==> src/rtl/crc32_serial_pkg.sv <==
package crc32_serial_pkg;

  localparam int CRC_W = 32;
  localparam logic [CRC_W-1:0] CRC_POLY    = 32'h04C1_1DB7;
  localparam logic [CRC_W-1:0] CRC_PRESET  = 32'hFFFF_FFFF;
  localparam logic [CRC_W-1:0] CRC_RESIDUE = 32'hC704_DD7B;

  // Clamp a requested length into the legal message range.
  function automatic int clamp_len(input int req, input int lo, input int hi);
    if (req < lo) return lo;
    if (req > hi) return hi;
    return req;
  endfunction

endpackage

==> src/rtl/crc_lfsr.sv <==
module crc_lfsr #(
  parameter int W = 32,
  parameter logic [W-1:0] POLY = '0,
  parameter logic [W-1:0] PRESET = '1
) (
  input  logic         clk,
  input  logic         rst_n,
  input  logic         load,
  input  logic         shift,
  input  logic         din,
  output logic [W-1:0] state,
  output logic [W-1:0] state_nxt
);

  logic fb;
  assign fb = state[W-1] ^ din;

  // Tap network: one XOR per set polynomial bit.
  for (genvar i = 0; i < W; i++) begin : g_tap
    if (i == 0) begin : g_low
      assign state_nxt[i] = POLY[i] & fb;
    end else if (POLY[i]) begin : g_xor
      assign state_nxt[i] = state[i-1] ^ fb;
    end else begin : g_pass
      assign state_nxt[i] = state[i-1];
    end
  end

  always_ff @(posedge clk) begin
    if (!rst_n)     state <= PRESET;
    else if (load)  state <= PRESET;
    else if (shift) state <= state_nxt;
  end

endmodule

==> src/rtl/crc_len_tracker.sv <==
module crc_len_tracker #(
  parameter int MIN_BITS  = 12,
  parameter int MAX_BITS  = 64,
  parameter int TAIL_BITS = 32,
  parameter int LEN_W     = 7,
  localparam int CNT_W    = $clog2(MAX_BITS + TAIL_BITS + 1)
) (
  input  logic             clk,
  input  logic             rst_n,
  input  logic             start,
  input  logic             rx_req,
  input  logic [LEN_W-1:0] len_req,
  input  logic             take,
  output logic             busy,
  output logic             rx_mode,
  output logic             last_take
);
  import crc32_serial_pkg::*;

  logic [CNT_W-1:0] cnt;
  logic [CNT_W-1:0] target;
  logic [CNT_W-1:0] target_req;

  always_comb begin
    target_req = CNT_W'(clamp_len(int'(len_req), MIN_BITS, MAX_BITS));
    if (rx_req) target_req = target_req + CNT_W'(TAIL_BITS);
  end

  assign last_take = take && (cnt == target - CNT_W'(1));

  always_ff @(posedge clk) begin
    if (!rst_n) begin
      busy    <= 1'b0;
      rx_mode <= 1'b0;
      cnt     <= '0;
      target  <= '0;
    end else if (start) begin
      busy    <= 1'b1;
      rx_mode <= rx_req;
      cnt     <= '0;
      target  <= target_req;
    end else if (take) begin
      cnt <= cnt + CNT_W'(1);
      if (last_take) busy <= 1'b0;
    end
  end

endmodule

==> src/rtl/crc_result_stage.sv <==
module crc_result_stage #(
  parameter int W = 32,
  parameter logic [W-1:0] RESIDUE = '0
) (
  input  logic         clk,
  input  logic         rst_n,
  input  logic         start,
  input  logic         last_take,
  input  logic         rx_mode,
  input  logic [W-1:0] state_nxt,
  output logic         done,
  output logic         crc_ok
);

  always_ff @(posedge clk) begin
    if (!rst_n) begin
      done   <= 1'b0;
      crc_ok <= 1'b0;
    end else begin
      done <= last_take;
      if (start)          crc_ok <= 1'b0;
      else if (last_take) crc_ok <= rx_mode && (state_nxt == RESIDUE);
    end
  end

endmodule

==> src/rtl/crc32_serial_engine.sv <==
module crc32_serial_engine #(
  parameter int MIN_MSG_BITS = 12,
  parameter int MAX_MSG_BITS = 64,
  parameter int LEN_W = $clog2(MAX_MSG_BITS + 1)
) (
  input  logic             clk,
  input  logic             rst_n,
  input  logic             start,
  input  logic             rx_mode_sel,
  input  logic [LEN_W-1:0] msg_len,
  input  logic             bit_in,
  input  logic             bit_vld,
  output logic             busy,
  output logic             done,
  output logic             crc_ok,
  output logic [31:0]      crc_out
);
  import crc32_serial_pkg::*;

  // Named internal events, visible to the bound checker.
  logic             take;
  logic             last_take;
  logic             rx_mode;
  logic [CRC_W-1:0] lfsr_state;
  logic [CRC_W-1:0] lfsr_next;

  assign take = busy && bit_vld && !start;

  crc_len_tracker #(
    .MIN_BITS (MIN_MSG_BITS),
    .MAX_BITS (MAX_MSG_BITS),
    .TAIL_BITS(CRC_W),
    .LEN_W    (LEN_W)
  ) u_len (
    .clk      (clk),
    .rst_n    (rst_n),
    .start    (start),
    .rx_req   (rx_mode_sel),
    .len_req  (msg_len),
    .take     (take),
    .busy     (busy),
    .rx_mode  (rx_mode),
    .last_take(last_take)
  );

  crc_lfsr #(
    .W     (CRC_W),
    .POLY  (CRC_POLY),
    .PRESET(CRC_PRESET)
  ) u_lfsr (
    .clk      (clk),
    .rst_n    (rst_n),
    .load     (start),
    .shift    (take),
    .din      (bit_in),
    .state    (lfsr_state),
    .state_nxt(lfsr_next)
  );

  crc_result_stage #(
    .W      (CRC_W),
    .RESIDUE(CRC_RESIDUE)
  ) u_res (
    .clk      (clk),
    .rst_n    (rst_n),
    .start    (start),
    .last_take(last_take),
    .rx_mode  (rx_mode),
    .state_nxt(lfsr_next),
    .done     (done),
    .crc_ok   (crc_ok)
  );

  assign crc_out = ~lfsr_state;

endmodule

==> config.mk <==
export PLATFORM = sky130hd
export DESIGN_NAME = crc32_serial_engine
export DESIGN_NICKNAME = d
export VERILOG_FILES = /design/src/rtl/crc32_serial_pkg.sv /design/src/rtl/crc_lfsr.sv /design/src/rtl/crc_len_tracker.sv /design/src/rtl/crc_result_stage.sv /design/src/rtl/crc32_serial_engine.sv
export SDC_FILE = /design/constraint.sdc
export NUM_CORES = 1
export LEC_CHECK = 0
export BUFFER_PORTS_ARGS = -buffer_cell sky130_fd_sc_hd__clkbuf_2
export CORE_MARGIN = 3
export CORE_UTILIZATION = 56
export CTS_BUF_LIST = sky130_fd_sc_hd__clkbuf_2
export DETAILED_ROUTE_END_ITERATION = 10
export PLACE_DENSITY = 0.81
export SYNTH_ARGS = -nofsm -noshare
export SYNTH_HDL_FRONTEND = slang
export SYNTH_SLANG_ARGS = --single-unit
export TNS_END_PERCENT = 30
==> constraint.sdc <==
create_clock -name clk -period 2.55 [get_ports clk]
set_clock_uncertainty 0.1 [all_clocks]
set_input_delay 0.51 -clock clk [delete_from_list [all_inputs] [get_ports clk]]
set_output_delay 0.51 -clock clk [all_outputs]
set_load 0.1 [all_outputs]
# Word level (Yosys, flattened, before mapping)
# Cells that the tools add are included.
# totals
regBits,50
latch_bits,0
ramBits,0
romBits,0
inputBits,13
out_inout_bits,35
wordCells,50
mem_count,0
# classes
addsub,3
n_mul,0
n_div,0
order_cmp,2
eq_ne,2
shift,0
mux,11
n_bitwise,16
reduce_logical,9
# ops
operator,count
"32-bit equality test, second input constant",1
32-bit NOT,1
7-bit two-way mux,4
1-bit bitwise XOR,14
"7-bit by 1-bit adder with 7-bit output, second input constant",1
"7-bit by 6-bit adder with 7-bit output, second input constant",1
7-bit equality test,1
"7-bit greater-than comparator, second input constant",1
"7-bit by 4-bit less-than comparator with 1-bit output, second input constant",1
"7-bit by 1-bit subtractor with 7-bit output, second input constant",1
1-bit two-way mux,6
1-bit logical AND,4
4-bit two-way mux,1
2-bit nonzero test,2
2-bit AND reduction,1
2-bit OR reduction,1
1-bit zero test,1
1-bit NOT,1

# Logic depth before layout (Yosys ltp)
# Gate-level depths: netlist of the first run.
# logic_depth
depth_word,7
mapped_depth,7
mapped_depth_nobuf,7

# By module
# A second synthesis of the first run with hierarchy kept.
# hier_totals
hier_cells,319
hier_area_um2,2919.0
# modules_own_cells
mod,instances,cells_per_inst,area_per_inst_um2
crc_lfsr,1,157,1682.9
crc_len_tracker,1,112,939.7
crc_result_stage,1,17,167.7
crc32_serial_engine,1,33,128.9

# Worst setup path after synthesis of the first run
# No wires, ideal clock.
# synth_timing
path_kind,register to register
start,register u_len.busy
end,register u_res.crc_ok
setup_ns,0.129
t_arrival_ns,2.111
required_time_ns,2.321
setup_slack_ns,0.211
stages_incl_launch_ff,6
period_less_slack_ns,2.339
cell_sequence,dfxtp_1 nand2_1 or4_1 nor4_2 o31ai_2 mux2i_1
# synth_between
elab_chain_len,3
# synth_lines
item,line,rtl
"start, declared",crc_len_tracker.sv:14,"output logic busy,"
"start signal, assigned",crc_len_tracker.sv:33,busy <= 1'b0;
"start signal, assigned",crc_len_tracker.sv:38,busy <= 1'b1;
"start signal, assigned",crc_len_tracker.sv:44,if (last_take) busy <= 1'b0;
1-bit logical AND (2 in a row),crc32_serial_engine.sv:27,assign take = busy && bit_vld && !start;
1-bit logical AND,crc_len_tracker.sv:29,assign last_take = take && (cnt == target - CNT_W'(1));
"end signal, assigned",crc_result_stage.sv:22,else if (last_take) crc_ok <= rx_mode && (state_nxt == RESIDUE);
"end, declared",crc_result_stage.sv:12,output logic crc_ok
# No other way between the ends.
# A chain may end at the register's enable or synchronous reset.

# Worst setup path in the final report of the first run
# layout_timing
start,register u_len.target[0]
end,register u_res.crc_ok
# layout_between
elab_chain_len,3
# layout_lines
item,line,rtl
"start, declared",crc_len_tracker.sv:21,logic [CNT_W-1:0] target;
"start signal, assigned",crc_len_tracker.sv:41,target <= target_req;
7-bit by 1-bit subtractor with 7-bit output,crc_len_tracker.sv:29,
7-bit equality test,crc_len_tracker.sv:29,
1-bit logical AND,crc_len_tracker.sv:29,
# No other way between the ends.

==> results of run 1 <==
[cell families after synthesis]
kind of cell,after synthesis
AO/OA/AOI/OAI,49
XOR/XNOR,30
adder cells (fa/ha/maj),3
buffers and inverters,50
flip-flops,50
multiplexers,4
AND/OR/NAND/NOR,99
[how the worst min path moves through the flow]
stage	end	slack (ns)	cells after the start
after floorplan	u_lfsr.state[29]$_SDFFE_PP1P_	0.36	2
after global placement	u_res.crc_ok$_SDFFE_PP0P_	0.36	2
after detailed placement	u_lfsr.state[29]$_SDFFE_PP1P_	0.37	2
after CTS	u_len.target[4]$_SDFFE_PN0P_	0.22	3
after global routing	u_len.target[4]$_SDFFE_PN0P_	0.22	3
final	u_len.target[0]$_SDFFE_PN0P_	0.25	3
[Yosys cell counts]
cell	instances
a211oi_1	1
a21oi_1	5
a2bb2oi_1	2
a311oi_1	1
and2_1	1
and4_1	1
and4b_1	1
buf_1	1
buf_2	1
buf_4	1
clkbuf_1	11
dfxtp_1	50
ha_1	3
inv_1	36
mux2i_1	4
nand2_1	41
nand2b_1	3
nand3_1	4
nand3b_1	2
nand4_1	7
nand4b_1	1
nor2_1	23
nor2b_1	4
nor3_1	1
nor3b_1	1
nor4_1	1
nor4_2	1
nor4b_1	4
nor4bb_1	1
o2111ai_1	1
o211a_1	1
o211ai_1	32
o21ai_0	2
o21bai_1	1
o31ai_1	1
o31ai_2	1
o41ai_1	1
or3_4	1
or4_1	1
xnor2_1	26
xor2_1	3
xor2_2	1
[sequential cells by signal, summed over array words and instances, names as in the netlist]
name           cells
u_len.busy         1
u_len.cnt          7
u_len.rx_mode      1
u_len.target       7
u_lfsr.state      32
u_res.crc_ok       1
u_res.done         1
[worst max-delay path, stage by stage, from the launching register on]
cell and delay, ns:
dfxtp_1 0.47, inv_1 0.09, ha_1 0.32, xnor2_1 0.12, or4_1 0.50, nor4_2 0.26, o31ai_2 0.14, mux2i_1 0.13
[per-stage QoR]
stage | std cells | power [uW]
after detailed placement | 374 | 1140
after global placement | 374 | 1140
final | 380 | 1400
after global routing | 380 | 1480
after CTS | 380 | 1420
after floorplan | 285 | 1080
[metal layers]
| layer | vias up | routed length, um | GRT usage, % |
|---|---|---|---|
| li1 | 1044 | - | - |
| met1 | 957 | 2230 | 27.7 |
| met2 | 61 | 2440 | 34.3 |
| met3 | 7 | 320 | 4.91 |
| met4 | 0 | 69 | 10.6 |
| met5 | - | 0 | 0 |
[power breakdown]
| part | switching (uW) | leakage (uW) | total, uW | internal (uW) |
|---|---|---|---|---|
| registers | 25.1 | 0.000408 | 831 | 806 |
| logic | 212 | 0.000941 | 296 | 83.5 |
| clock network | 221 | 0.0000223 | 276 | 54.5 |
[final cells by class]
cell class	instances	share of cell area (%)
clock buffers	5	0.922
clock inverters	1	0.138
inverters	36	4.98
multi-input cells	185	44.4
flip-flops and latches	50	36.9
well taps	50	2.31
repair buffers	53	10.3
==> flow_metrics.env, run 1 <==
export IMPL_wl_mm=5.06
export IMPL_crit_start="u_len.target[0]$_SDFFE_PN0P_"
export IMPL_nets=347
export IMPL_row_count=23
export IMPL_regToRegStartpoint="u_len.target[0]$_SDFFE_PN0P_"
export IMPL_cts_setup_buffers=0
export IMPL_synthesis_nets=301
export IMPL_power_leakage_uw=0.00137
export IMPL_routed_via_count=2069
export IMPL_clkSinkCount=50
export IMPL_routabilityCongestion=0.912
export IMPL_seqCellArea_sq_um=1000
export IMPL_routed_via_density=5.44
export IMPL_yosysSeqAreaShare_pct=41.8
export IMPL_synth_warnings=0
export IMPL_finalInstanceArea_sq_um=2710
export IMPL_synthToLayoutAreaGrowth_pct=13.2
export IMPL_track_usage_pct=21.6
export IMPL_min_from="msg_len[0]"
export IMPL_grt_start_max_net_pins=42
export IMPL_dpl_instance_area_sq_um=2690
export IMPL_relSlewSlack_pct=63.7
export IMPL_cts_root_buf="clkbuf_2"
export IMPL_grt_pass1_wl_mm=8.96
export IMPL_ys_seq_elements=50
export IMPL_crit_path_max_fanout=6
export IMPL_cts_path_max_buffers=2
export IMPL_antenna_found_initial=0
export IMPL_numPortBuffers=47
export IMPL_synthTopCellsByArea="dfxtp_1 42%, o211ai_1 10%, xnor2_1 9.5%, nand2_1 6.4%, inv_1 5.6%"
export IMPL_rsz0062_at_grt="false"
export IMPL_synth_top_family_by_area="simple AND/OR/NAND/NOR gates"
export IMPL_multiInputGateArea_sq_um=1210
export IMPL_muxShareOfSynthArea_pct=1.67
export IMPL_synth_xor_area_share_pct=11.3
export IMPL_critPathKind="register to register"
export IMPL_synthAdderAreaFrac_pct=1.57
export IMPL_startpoint_type="register"
export IMPL_die_y_um=71.4
export IMPL_hold_viol=0
export IMPL_clk_pin_slew_ns=0.20
export IMPL_cts_tree="built"
export IMPL_reg2reg_slack_ns=0.32
export IMPL_synth_compound_area_share_pct=15.2
export IMPL_tightest_slew_ns=0.547
export IMPL_routedWlPerCell_um=13.3
export IMPL_antenna_left=0
export IMPL_netlist_area_leader_share_pct=41.8
export IMPL_cts_resized_gates=0
export IMPL_final_common_cell="clkbuf_2"
export IMPL_htreeDepth=2
export IMPL_final_layout_size_suffix_gt1_share_pct=19.1
export IMPL_fp_dieW_um=71.4
export IMPL_grt_pass1_vias=2032
export IMPL_setup_ws_ns=0.321
export IMPL_fin_crit_ns=2.23
export IMPL_ctsHoldBuffers=0
export IMPL_status="completed"
export IMPL_ios=48
export IMPL_setup_tns_final_ns=0
export IMPL_start_util_pct=59.1
export IMPL_crit_required_ns=2.76
export IMPL_final_cell_mix="52 x clkbuf_2, 50 x dfxtp_1, 41 x nand2_1"
export IMPL_cp_end_kind="register"
export IMPL_period_share_pct=87.4
export IMPL_dp_hpwl_mm=3.77
export IMPL_clock_latency_ns=0.41
export IMPL_hold_ws_ns=0.253
export IMPL_powerDensity_nw_per_um2=517
export IMPL_setup_viol=0
export IMPL_dp_slack_ns=0.360
export IMPL_cts_buffers=5
export IMPL_synthesis_area_sq_um=2400
export IMPL_first_iter_violations=91
export IMPL_maxSlewViolCount=0
export IMPL_r2r_end="u_res.crc_ok$_SDFFE_PP0P_"
export IMPL_num_fill_cells=364
export IMPL_core_sq_um=4060
export IMPL_ys_types=42
export IMPL_gr_total_overflow=0
export IMPL_synth_cells=285
export IMPL_ir_drop_uv=370
export IMPL_maxCapViolCount=0
export IMPL_synth_simple_gate_area_share_pct=20.5
export IMPL_r2r_cells=7
export IMPL_synth_area_leader_cell="dfxtp_1"
export IMPL_fin_util_pct=66.9
export IMPL_worstPathArrival_ns=2.44
export IMPL_hp_class="input port to register"
export IMPL_n_antenna_cell=0
export IMPL_fmax_mhz=449
export IMPL_drc=0
export IMPL_critPathCapture="u_res.crc_ok$_SDFFE_PP0P_"
export IMPL_dieArea_sq_um=5100
export IMPL_syn_area_per_cell_sq_um=8.41
export IMPL_first_pass_iters=4
(Power assumes the default switching activity.)
==> run 2, diff against run 1 <==
--- a/config.mk
+++ b/config.mk
@@ -7,10 +7,10 @@
 export LEC_CHECK = 0
 export BUFFER_PORTS_ARGS = -buffer_cell sky130_fd_sc_hd__clkbuf_2
 export CORE_MARGIN = 3
-export CORE_UTILIZATION = 56
+export CORE_UTILIZATION = 50
 export CTS_BUF_LIST = sky130_fd_sc_hd__clkbuf_2
 export DETAILED_ROUTE_END_ITERATION = 10
-export PLACE_DENSITY = 0.81
+export PLACE_DENSITY = 0.74
 export SYNTH_ARGS = -nofsm -noshare
 export SYNTH_HDL_FRONTEND = slang
 export SYNTH_SLANG_ARGS = --single-unit
==> flow_metrics.env, run 2 (same netlist as run 1, synthesis figures left out) <==
export IMPL_routed_via_count=2077
export IMPL_track_usage_pct=19.6
export IMPL_dpl_instance_area_sq_um=2680
export IMPL_n_antenna_cell=0
export IMPL_fmax_mhz=450
export IMPL_die_y_um=75.2
export IMPL_final_cell_mix="52 x clkbuf_2, 50 x dfxtp_1, 41 x nand2_1"
export IMPL_powerDensity_nw_per_um2=565
export IMPL_drc=0
export IMPL_ios=48
export IMPL_first_iter_violations=84
export IMPL_cts_root_buf="clkbuf_2"
export IMPL_power_leakage_uw=0.00139
export IMPL_crit_path_max_fanout=6
export IMPL_grt_pass1_wl_mm=8.39
export IMPL_cts_setup_buffers=0
export IMPL_status="completed"
export IMPL_r2r_cells=7
export IMPL_worstPathArrival_ns=2.50
export IMPL_num_fill_cells=433
export IMPL_start_util_pct=53.2
export IMPL_stdcell_count=383
export IMPL_fin_crit_ns=2.22
export IMPL_grt_pass1_vias=1825
export IMPL_cts_resized_gates=0
export IMPL_rsz0062_at_grt="false"
export IMPL_p_sw_uw=500
export IMPL_routabilityCongestion=1.01
export IMPL_hp_class="input port to register"
export IMPL_final_common_cell="clkbuf_2"
export IMPL_grt_start_max_net_pins=42
export IMPL_dp_cells=375
export IMPL_antenna_found_initial=0
export IMPL_first_pass_iters=4
export IMPL_relSlewSlack_pct=63.7
export IMPL_clk_pin_slew_ns=0.25
export IMPL_min_path_cells=3
export IMPL_antenna_left=0
export IMPL_ir_drop_uv=293
export IMPL_reg2reg_slack_ns=0.33
export IMPL_cts_tree="built"
export IMPL_clkSinkCount=50
export IMPL_fp_dieW_um=75.2
export IMPL_crit_required_ns=2.83
export IMPL_period_share_pct=87.1
export IMPL_ctsHoldBuffers=0
export IMPL_finalInstanceArea_sq_um=2750
export IMPL_startpoint_type="register"
export IMPL_dp_hpwl_mm=3.79
export IMPL_dieArea_sq_um=5660
export IMPL_maxSlewViolCount=0
export IMPL_r2r_end="u_res.crc_ok$_SDFFE_PP0P_"
export IMPL_seqPwrFrac_pct=53.6
export IMPL_regToRegStartpoint="u_len.target[0]$_SDFFE_PN0P_"
export IMPL_hold_end="u_len.target[4]$_SDFFE_PN0P_"
export IMPL_maxCapViolCount=0
export IMPL_htreeDepth=2
export IMPL_numPortBuffers=47
export IMPL_cts_buffers=5
export IMPL_crit_start="u_len.target[0]$_SDFFE_PN0P_"
export IMPL_cts_path_max_buffers=2
export IMPL_min_from="msg_len[4]"
export IMPL_largest_reg_flops=32
export IMPL_wl_mm=5.16
export IMPL_nets=346
export IMPL_p_int_uw=1050
export IMPL_finalPower_uw=1550
export IMPL_tightest_slew_ns=0.546
export IMPL_swShare_pct=32.2
export IMPL_hold_viol=0
export IMPL_critPathKind="register to register"
export IMPL_setup_viol=0
export IMPL_power_share_clock_pct=27.4
export IMPL_synthToLayoutAreaGrowth_pct=14.5
export IMPL_fin_util_pct=60.9
export IMPL_setup_tns_final_ns=0
export IMPL_gr_total_overflow=0
export IMPL_final_layout_size_suffix_gt1_share_pct=19.6
export IMPL_regMostFlops="u_lfsr.state"
export IMPL_routedWlPerCell_um=13.5
export IMPL_routed_via_density=5.42
export IMPL_combinationalPowerShare_pct=19.0
export IMPL_largestRegisters="u_lfsr.state (32), u_len.cnt (7), u_len.target (7)"
export IMPL_core_sq_um=4500
export IMPL_row_count=24
export IMPL_clock_latency_ns=0.45
export IMPL_cp_end_kind="register"
## run 2: changes by cell type in the layout (fill, tap and decap cells not counted)
cell,change
clkinv_2,+2
buf_4,-1
bufinv_16,+1
clkinv_1,-1
## run 2: metrics by stage
step	hold slack [ns]	worst slack [ns]
after floorplan	0.355	0.211
after global placement	0.363	0.399
after detailed placement	0.379	0.361
after CTS	0.169	0.324
after global routing	0.156	0.215
final	0.191	0.328
## run 2: per-layer routing
metal | share of wire [%] | track usage [%]
met5 | 0 | 0
met3 | 5.9 | 4.94
met2 | 44 | 29.5
met4 | 2.7 | 9.13
met1 | 47 | 26.2
## run 2: worst max-delay path by stage
stage | endpoint | slack (ns) | depth (start not counted)
after global placement | u_res.crc_ok$_SDFFE_PP0P_ | 0.40 | 7
after CTS | u_res.crc_ok$_SDFFE_PP0P_ | 0.32 | 7
final | u_res.crc_ok$_SDFFE_PP0P_ | 0.33 | 7
after global routing | u_res.crc_ok$_SDFFE_PP0P_ | 0.22 | 7
after floorplan | u_res.crc_ok$_SDFFE_PP0P_ | 0.21 | 5
after detailed placement | u_res.crc_ok$_SDFFE_PP0P_ | 0.36 | 7
## run 2: worst max-delay path, cell delays in order (launching register included)
cell and delay [ns]:
dfxtp_1 0.49, inv_1 0.09, ha_1 0.31, xnor2_1 0.12
or4_1 0.48, nor4_2 0.28, o31ai_2 0.14, mux2i_1 0.13
## run 2: cell type report
type | instances | area [sq um] | area share [%]
clock buffer | 5 | 25.0 | 0.912
multi-input combinational | 185 | 1210 | 43.9
inverter | 36 | 135 | 4.92
sequential | 50 | 1000 | 36.5
clock inverter | 3 | 40.0 | 1.46
tap | 52 | 65.1 | 2.37
timing repair buffer | 52 | 273 | 9.94
## run 2: power groups by stage
stage                     clock network [uW]  logic [uW]  registers (uW)
after floorplan                            0         235             847
after global placement                     0         291             846
after detailed placement                   0         295             846
after CTS                                435         296             832
after global routing                     472         316             837
final                                    425         294             832
